$ cat config.mk
export PLATFORM = sky130hd
export DESIGN_NAME = sercore_ctrl
export DESIGN_NICKNAME = d
export VERILOG_FILES = /design/src/rtl/sc_pkg.sv /design/src/rtl/sc_state_ctrl.sv /design/src/rtl/sc_err_path.sv /design/src/rtl/sercore_ctrl.sv
export SDC_FILE = /design/constraint.sdc
export NUM_CORES = 1
export LEC_CHECK = 0
export CAP_MARGIN = 20
export CORE_UTILIZATION = 44
export CTS_BUF_LIST = sky130_fd_sc_hd__clkbuf_8
export CTS_CLUSTER_SIZE = 24
export DETAILED_ROUTE_END_ITERATION = 7
export PLACE_DENSITY = 0.86
export SLEW_MARGIN = 20
export SYNTH_ARGS = -nofsm -noshare
export SYNTH_HDL_FRONTEND = slang
export SYNTH_HIERARCHICAL = 1
export SYNTH_SLANG_ARGS = --single-unit
$ cat constraint.sdc
create_clock -name clk -period 4.4 [get_ports clk]
set_clock_uncertainty 0.2 [all_clocks]
set_input_delay 0.88 -clock clk [delete_from_list [all_inputs] [get_ports clk]]
set_output_delay 0.88 -clock clk [all_outputs]
set_load 0.02 [all_outputs]
$ cat src/rtl/sc_pkg.sv
package sc_pkg;
  localparam int ADDR_W = 3;
  localparam int N_STATUS = 7;
  localparam int N_FLAG = 4;
  localparam int FLAG_LSB = 2;
  localparam int CODE_W = 4;

  localparam logic [ADDR_W-1:0] A_STATE  = 3'd0;
  localparam logic [ADDR_W-1:0] A_SWRST  = 3'd1;
  localparam logic [ADDR_W-1:0] A_STATUS = 3'd2;
  localparam logic [ADDR_W-1:0] A_FLAG   = 3'd3;
  localparam logic [ADDR_W-1:0] A_ENABLE = 3'd4;

  localparam logic [1:0] ST_RESET = 2'd0;
  localparam logic [1:0] ST_RUN   = 2'd1;
  localparam logic [1:0] ST_PAUSE = 2'd3;
  localparam logic [2:0] REQ_PAIR = 3'd2;

  typedef struct packed {
    logic              clrStatus;
    logic              clrFlags;
    logic              ldEnable;
    logic [N_FLAG-1:0] fieldData;
  } errStrobe_t;
endpackage

$ cat src/rtl/sc_state_ctrl.sv
module sc_state_ctrl
  import sc_pkg::*;
#(
  parameter int SETTLE = 2
) (
  input  logic              clk,
  input  logic              rstN,
  input  logic              wrEn,
  input  logic [ADDR_W-1:0] wrAddr,
  input  logic [31:0]       wrData,
  output logic [1:0]        curState,
  output logic              stateValid,
  output errStrobe_t        strobes
);
  localparam int CNT_W = (SETTLE < 2) ? 1 : $clog2(SETTLE + 1);
  localparam logic [CNT_W-1:0] CNT_START = CNT_W'(SETTLE - 1);

  logic [CNT_W-1:0] settleCnt;
  logic [1:0]       target;
  logic             armed;
  logic             stWr, swRst, legalReq, pairReq, pairDone;
  logic [2:0]       reqCode;
  logic             unusedHi;

  assign unusedHi = ^wrData[31:FLAG_LSB+N_FLAG];
  assign reqCode  = wrData[2:0];
  assign stWr     = wrEn && (wrAddr == A_STATE) && stateValid;
  assign swRst    = wrEn && (wrAddr == A_SWRST) && wrData[0];
  assign legalReq = stWr && (reqCode == {1'b0, ST_RESET} || reqCode == {1'b0, ST_RUN} ||
                             reqCode == {1'b0, ST_PAUSE});
  assign pairReq  = stWr && (reqCode == REQ_PAIR) && (curState == ST_PAUSE);
  assign pairDone = pairReq && armed;

  always_comb begin
    strobes.clrStatus = wrEn && (wrAddr == A_STATUS);
    strobes.clrFlags  = wrEn && (wrAddr == A_FLAG);
    strobes.ldEnable  = wrEn && (wrAddr == A_ENABLE);
    strobes.fieldData = wrData[FLAG_LSB +: N_FLAG];
  end

  always_ff @(posedge clk) begin
    if (!rstN) begin
      curState   <= ST_RESET;
      stateValid <= 1'b1;
      target     <= ST_RESET;
      settleCnt  <= '0;
      armed      <= 1'b0;
    end else if (swRst) begin
      target     <= ST_RESET;
      stateValid <= 1'b0;
      settleCnt  <= CNT_START;
      armed      <= 1'b0;
    end else if (legalReq || pairDone) begin
      target     <= pairDone ? ST_RESET : reqCode[1:0];
      stateValid <= 1'b0;
      settleCnt  <= CNT_START;
      armed      <= 1'b0;
    end else if (pairReq) begin
      armed <= 1'b1;
    end else if (stWr) begin
      armed <= 1'b0;
    end else if (!stateValid) begin
      if (settleCnt == '0) begin
        curState   <= target;
        stateValid <= 1'b1;
      end else begin
        settleCnt <= settleCnt - 1'b1;
      end
    end
  end
endmodule

$ cat src/rtl/sc_err_path.sv
module sc_err_path
  import sc_pkg::*;
(
  input  logic                clk,
  input  logic                rstN,
  input  errStrobe_t          strobes,
  input  logic [N_STATUS-1:0] evtStatus,
  input  logic [N_FLAG-1:0]   evtFlag,
  output logic [CODE_W-1:0]   errCode
);
  logic [N_STATUS-1:0] statusBits;
  logic [N_FLAG-1:0]   flagBits;
  logic [N_FLAG-1:0]   flagEnable;
  logic [N_FLAG-1:0]   flagClr;

  assign flagClr = strobes.clrFlags ? strobes.fieldData : '0;

  always_ff @(posedge clk) begin
    if (!rstN) begin
      statusBits <= '0;
      flagBits   <= '0;
      flagEnable <= '0;
    end else begin
      statusBits <= (strobes.clrStatus ? '0 : statusBits) | evtStatus;
      flagBits   <= (flagBits & ~flagClr) | evtFlag;
      if (strobes.ldEnable) flagEnable <= strobes.fieldData;
    end
  end

  always_comb begin
    errCode = '0;
    for (int i = N_STATUS - 1; i >= 0; i--) begin
      if (statusBits[i]) errCode = CODE_W'(i + 2);
    end
    if (|(flagBits & flagEnable)) errCode = CODE_W'(1);
  end
endmodule

$ cat src/rtl/sercore_ctrl.sv
module sercore_ctrl
  import sc_pkg::*;
#(
  parameter int SETTLE = 2
) (
  input  logic              clk,
  input  logic              rstN,
  input  logic              wrEn,
  input  logic [2:0]        wrAddr,
  input  logic [31:0]       wrData,
  input  logic [6:0]        evtStatus,
  input  logic [3:0]        evtFlag,
  output logic [1:0]        curState,
  output logic              stateValid,
  output logic [3:0]        errCode
);
  errStrobe_t strobes;

  sc_state_ctrl #(.SETTLE(SETTLE)) u_state (
    .clk(clk), .rstN(rstN), .wrEn(wrEn), .wrAddr(wrAddr), .wrData(wrData),
    .curState(curState), .stateValid(stateValid), .strobes(strobes)
  );

  sc_err_path u_err (
    .clk(clk), .rstN(rstN), .strobes(strobes), .evtStatus(evtStatus),
    .evtFlag(evtFlag), .errCode(errCode)
  );
endmodule

==> impl_metrics.yaml, run 1 <==
run_status:
  outcome: "finished clean"
route:
  drtPass1Iterations: 6
  drc_errors: 0
  ant_nets: 0
  vias: 925
  viasPerCell: 5.23
  wl_per_cell_microns: 12.0
  routed_wl_mm: 2.13
  drtIter0Drc: 18
clock_tree:
  clkTransAtPathRegs_ns: 0.08
  postCtsHoldBufs: 0
  cts_setup_buffers: 0
  cts.sinks: 23
  clockBufferDepth: 2
  cts_made_buffers: 3
  cts_tree: "yes"
  cts-root-buf: "clkbuf_8"
  cts.htree.levels: 1
  insertion_delay_ns: 0.26
  cts_resized: 0
global_routing:
  grt_max_degree: 24
  antenna_found_initial: 0
  met2_usage: 0.297
  grtUsageTotal: 0.163
  use_met1: 0.189
  use_met3: 0.0201
  grt_pass1_wl_mm: 3.35
  gr-total-overflow: 0
  grt_pass1_vias: 845
  top_usage_layer: "met2"
sta:
  setup_viol: 0
  period_needed_ns: 2.88
  tightestPinTransition_ns: 0.767
  final_hold_viol_count: 0
  rsz0062_at_grt: "no"
  post-route-period-util: 0.655
  maxSlewViolCount: 0
  holdWs_ns: 0.297
  max-slew-margin-rel: 0.487
  setup_tns_ns: 0
  fmaxAchievable_ghz: 0.347
yosys:
  yosysMostFrequentCell: "dfxtp_1"
  synthFlopType: "dfxtp_1"
  postSynthCellCount: 120
  yosys.area.top_type_share: 0.403
  synth_top_family_by_area: "simple AND/OR/NAND/NOR gates"
  synth_fa_ha_area_frac: 0.0109
  synth_compound_area_frac: 0.175
  ys_warn_count: 6
  syn-num-nets: 170
  synth_xor_area_frac: 0.00766
  async_flop_share: 0
  synth_mux_area_frac: 0.0613
  synth_edf_count: 0
  yosysTopAreaCell: "dfxtp_1"
  yosysSeqAreaShare: 0.403
  synth_cell_types: 36
  synthTopCellsByCount: "dfxtp_1 (23), nand2_1 (13), nor2b_1 (13)"
  synth-simple-area-share: 0.291
  synth-seq-cells: 23
  synth_area_per_cell_sq_um: 9.53
  ys_top_cells_by_area: "dfxtp_1 (40%), nor2b_1 (7.1%), mux2i_1 (6.1%), o21a_1 (4.6%), nand2_1 (4.3%)"
  synth.cell_area_sq_um: 1140
floorplan:
  dieArea_sq_um: 2810
  start_util: 0.462
  rows: 18
  chipWidth_microns: 53.0
  die-height_microns: 53.0
  core-area_sq_um: 2480
  ioPinCount: 56
finish:
  drive_gt1_frac: 0.116
  finish.utilization: 0.596
  layout.nets: 198
  num-fill-cells: 215
  synthToLayoutAreaGrowth_pct: 29.2
  insertedDiodeCount: 0
min_path:
  hold_depth: 2
  hold_end: "u_state/target[1]"
  hp-start: "u_state/target[1]"
  hold_class: "reg -> reg"
worst_setup_path:
  worstPathRequired_ns: 3.32
  startpoint_type: "register"
  rrSetupSlack_ns: 2.86
  path_max_fanout: 4
  cp.arrival_ns: 1.80
  r2r_end: "u_state/settleCnt[1]"
  crit_type: "reg -> out"
  r2r_cells: 5
  cp-end-kind: "primary output"
  worst_r2r_startpoint: "u_state/settleCnt[0]"
power:
  ir_worst_vdd_mv: 0.250
  p_leak_uw: 0.000529
  power_density_nw_per_um2: 288
placed_design:
  io_buffers: 29
  dp_hpwl_mm: 1.68
  routabilityCongestion: 0.874
job:
  maxCapViolCount: 0
[registers in the layout (all words and copies together), names as in the netlist]
signal and cells:
u_err/statusBits 7, u_err/flagBits 4, u_err/flagEnable 4, u_state/curState 2, u_state/settleCnt 2, u_state/target 2, u_state/armed 1, u_state/stateValid 1
[worst max-delay path by stage]
stage,start,to,slack [ns]
after floorplan,u_err/flagBits[1],errCode[2],2.11
after detailed placement,rstN,u_state/settleCnt[1],1.79
after CTS,u_err/flagBits[1],errCode[3],1.50
after global routing,u_err/statusBits[4],errCode[3],1.41
after global placement,u_err/flagBits[0],errCode[3],1.81
final,u_err/flagBits[1],errCode[3],1.52
[cell type report]
cell class / count / area, sq um / area share
clock buffers: 3 / 41.3 / 0.0279
flip-flops and latches: 23 / 460 / 0.312
repair buffers: 29 / 290 / 0.196
well taps: 30 / 37.5 / 0.0254
inverters: 5 / 18.8 / 0.0127
multi-input cells: 86 / 624 / 0.423
clock inverters: 1 / 5.00 / 0.00339
[metrics by stage]
step | setup WS, ns | instances | power (uW) | cell area [sq um]
5_1_grt | 1.41 | 177 | 445 | 1480
4_1_cts | 1.50 | 177 | 429 | 1480
2_1_floorplan | 2.11 | 120 | 267 | 1140
3_5_place_dp | 1.79 | 173 | 301 | 1430
3_3_place_gp | 1.81 | 173 | 299 | 1430
6_report | 1.52 | 177 | 425 | 1480
[layer usage]
layer / vias up / part of all wire
li1: 469 / -
met1: 435 / 0.42
met2: 19 / 0.54
met3: 2 / 0.033
met4: 0 / 0.0080
met5: - / 0
[where the power goes]
part / internal, uW / total (uW) / switching (uW)
Clock: 63.1 / 129 / 65.7
Combinational: 41.6 / 71.0 / 29.4
Sequential: 217 / 225 / 8.20
Total: 322 / 425 / 103
[layout by cell type (no fill, tap or decap), types with 3 or more instances in the layout]
master           count
clkdlybuf4s50_1     29
dfxtp_1             23
nand2_1             13
nor2b_1             13
nor2_1               8
a21oi_1              7
o21a_1               7
mux2i_1              7
inv_1                5
clkbuf_8             3
nand3_1              3
[cell families (layout without fill, tap and decap cells)]
logic type,after synthesis,count (layout)
xor gates and xnor gates,1,1
AOI/OAI and AO/OA,25,25
buffers and inverters,11,38
and+or+nand+nor,52,52
muxes,7,7
DFF,23,23
adders and majority gates,1,1
[worst max-delay path: stages (launching register included)]
cell and delay [ns]:
dfxtp_1 0.32, a22oi_1 0.18, nand2_1 0.15, nor4_2 0.25
clkdlybuf4s50_1 0.64
Power figures use the tool's default switching activity.
==> run 2: changes to the inputs <==
- CORE_UTILIZATION: 44 -> 37
- PLACE_DENSITY: 0.86 -> 0.77
- clock period: 4.4 -> 2.4 ns (I/O delays scaled with it)
==> run 2 against run 1 <==
The run now ends with design-rule violations left. First-iteration DRC count shrank 56%. Sequential share of layout area shrank 0.54 points. Worst hold slack lost 0.013 ns. Final cell count grew 2.3%. Global-route usage grew 0.17 points. Setup slack lost 1.3 ns. Power grew 84%. Critical path type unchanged.
==> impl_metrics.yaml, run 2 (synthesis results as in run 1) <==
global_routing:
  use_met3: 0.0385
  use_met1: 0.188
  top_usage_layer: "met2"
  grt_pass1_vias: 1010
  grt_max_degree: 14
  grtUsageTotal: 0.165
  antenna_found_initial: 0
  gr-total-overflow: 0
  grt_pass1_wl_mm: 4.28
  met2_usage: 0.296
worst_setup_path:
  cp_slowest_cell: "dlygate4sd2_1"
  cp-end-kind: "primary output"
  cp.arrival_ns: 1.54
  crit_chain: "a22oi_1, nand2_1, nor4_2, dlygate4sd2_1"
  startpoint_type: "register"
  path_max_fanout: 4
  cp_top_family: "simple AND/OR/NAND/NOR gates"
  worstPathRequired_ns: 1.72
  slowest_delay_ns: 0.36
  path_buf_inv: 1
  crit_type: "reg -> out"
job:
  maxCapViolCount: 0
finish:
  layout.nets: 201
  synthToLayoutAreaGrowth_pct: 31.5
  insertedDiodeCount: 0
  num-fill-cells: 281
  largest_reg_flops: 7
  reg_top3: "u_err/statusBits: 7 flops, u_err/flagBits: 4 flops, u_err/flagEnable: 4 flops"
  fin_area_sq_um: 1500
  final_common_cell: "clkdlybuf4s50_1"
  regMostFlops: "u_err/statusBits"
  drive_gt1_frac: 0.133
  multiInputGateArea_sq_um: 624
  mostFrequentLayoutCells: "clkdlybuf4s50_1 (25), dfxtp_1 (23), nand2_1 (13), nor2b_1 (13), nor2_1 (8)"
  regArea_sq_um: 460
floorplan:
  dieArea_sq_um: 3320
  chipWidth_microns: 57.6
  ioPinCount: 56
  start_util: 0.401
  die-height_microns: 57.6
  core-area_sq_um: 2850
  rows: 19
placed_design:
  pre_cts_slack_ns: 0.171
  io_buffers: 29
  routabilityCongestion: 0.746
  dp_hpwl_mm: 1.95
  dpl_cell_area_sq_um: 1460
clock_tree:
  cts.htree.levels: 1
  clkTransAtPathRegs_ns: 0.08
  cts-root-buf: "clkbuf_8"
  insertion_delay_ns: 0.26
  cts_tree: "yes"
  postCtsHoldBufs: 0
  clockBufferDepth: 2
  cts_made_buffers: 3
  cts_resized: 2
  cts_setup_buffers: 0
  cts.sinks: 23
sta:
  final_hold_viol_count: 0
  post-route-period-util: 0.926
  setup_tns_ns: 0
  period_needed_ns: 2.22
  rsz0062_at_grt: "no"
  layout_setup_ws_ns: 0.177
  max-slew-margin-rel: 0.826
  tightestPinTransition_ns: 0.260
  setup_viol: 0
  fmaxAchievable_ghz: 0.450
  maxSlewViolCount: 0
route:
  routed_wl_mm: 2.52
  vias: 948
  ant_nets: 0
  drtIter0Drc: 8
  drtPass1Iterations: 6
  drc_errors: 2
  wl_per_cell_microns: 13.9
  viasPerCell: 5.24
power:
  power_frac_comb: 0.169
  p_clk_frac: 0.303
  power_density_nw_per_um2: 521
  p_int_uw: 590
  switching_power_uw: 194
  p_leak_uw: 0.000569
  seqPwrFrac: 0.528
  p_sw_frac: 0.247
  ir_worst_vdd_mv: 0.232
min_path:
  hold_class: "reg -> reg"
run_status:
  outcome: "complete, but fails checks"
  violations: "design-rule violations"
[run 2: changes by cell type in the layout (fill, tap and decap cells not counted)]
cell,previous run,this run
dlygate4sd2_1,0,2
clkdlybuf4s50_1,29,25
dlymetal6s2s_1,0,2
buf_4,0,3
[run 2: path summary, 6_finish.rpt]
path                                            from              endpoint  slack [ns]  cells past startpoint
worst max-delay path               u_err/flagBits[0]            errCode[3]        0.18                      4
worst min-delay path               u_state/target[0]   u_state/curState[0]        0.28                      2
worst max register to register  u_state/settleCnt[1]  u_state/settleCnt[1]        0.87                      5
worst min register to register     u_state/target[0]   u_state/curState[0]        0.28                      2
[run 2: area by class of cell]
class	instances	area share
Timing Repair Buffer	32	0.210
Tap cell	31	0.0258
Multi-Input combinational cell	86	0.415
Clock inverter	1	0.00333
Inverter	5	0.0125
Sequential cell	23	0.306
Clock buffer	3	0.0275
[run 2: power groups by stage]
stage,sequential [uW],combinational (uW),clock (uW)
floorplan,419,69.6,0
global placement,421,131,0
detailed placement,422,135,0
CTS,414,134,243
global route,416,144,261
finish,414,132,238
[run 2: metrics by stage]
step	utilization	power, uW	hold slack, ns	cells
floorplan	-	489	0.247	120
global placement	0.510	552	0.268	177
detailed placement	0.510	557	0.275	177
CTS	0.525	791	0.287	181
global route	0.527	821	0.320	181
finish	0.527	784	0.285	181
[run 2: metal layers]
metal  vias to the layer above  routed length [microns]
met1                       451                     1130
met4                         0                        0
met2                        20                     1280
li1                        477                        -
met5                         -                        0
met3                         0                      116
[run 2: worst register-to-register path, cell delays in order (launching register included)]
cell and delay, ns:
dfxtp_1 0.35, inv_1 0.05, ha_1 0.20, nor2_2 0.22
nor2_1 0.12, a2111oi_4 0.31
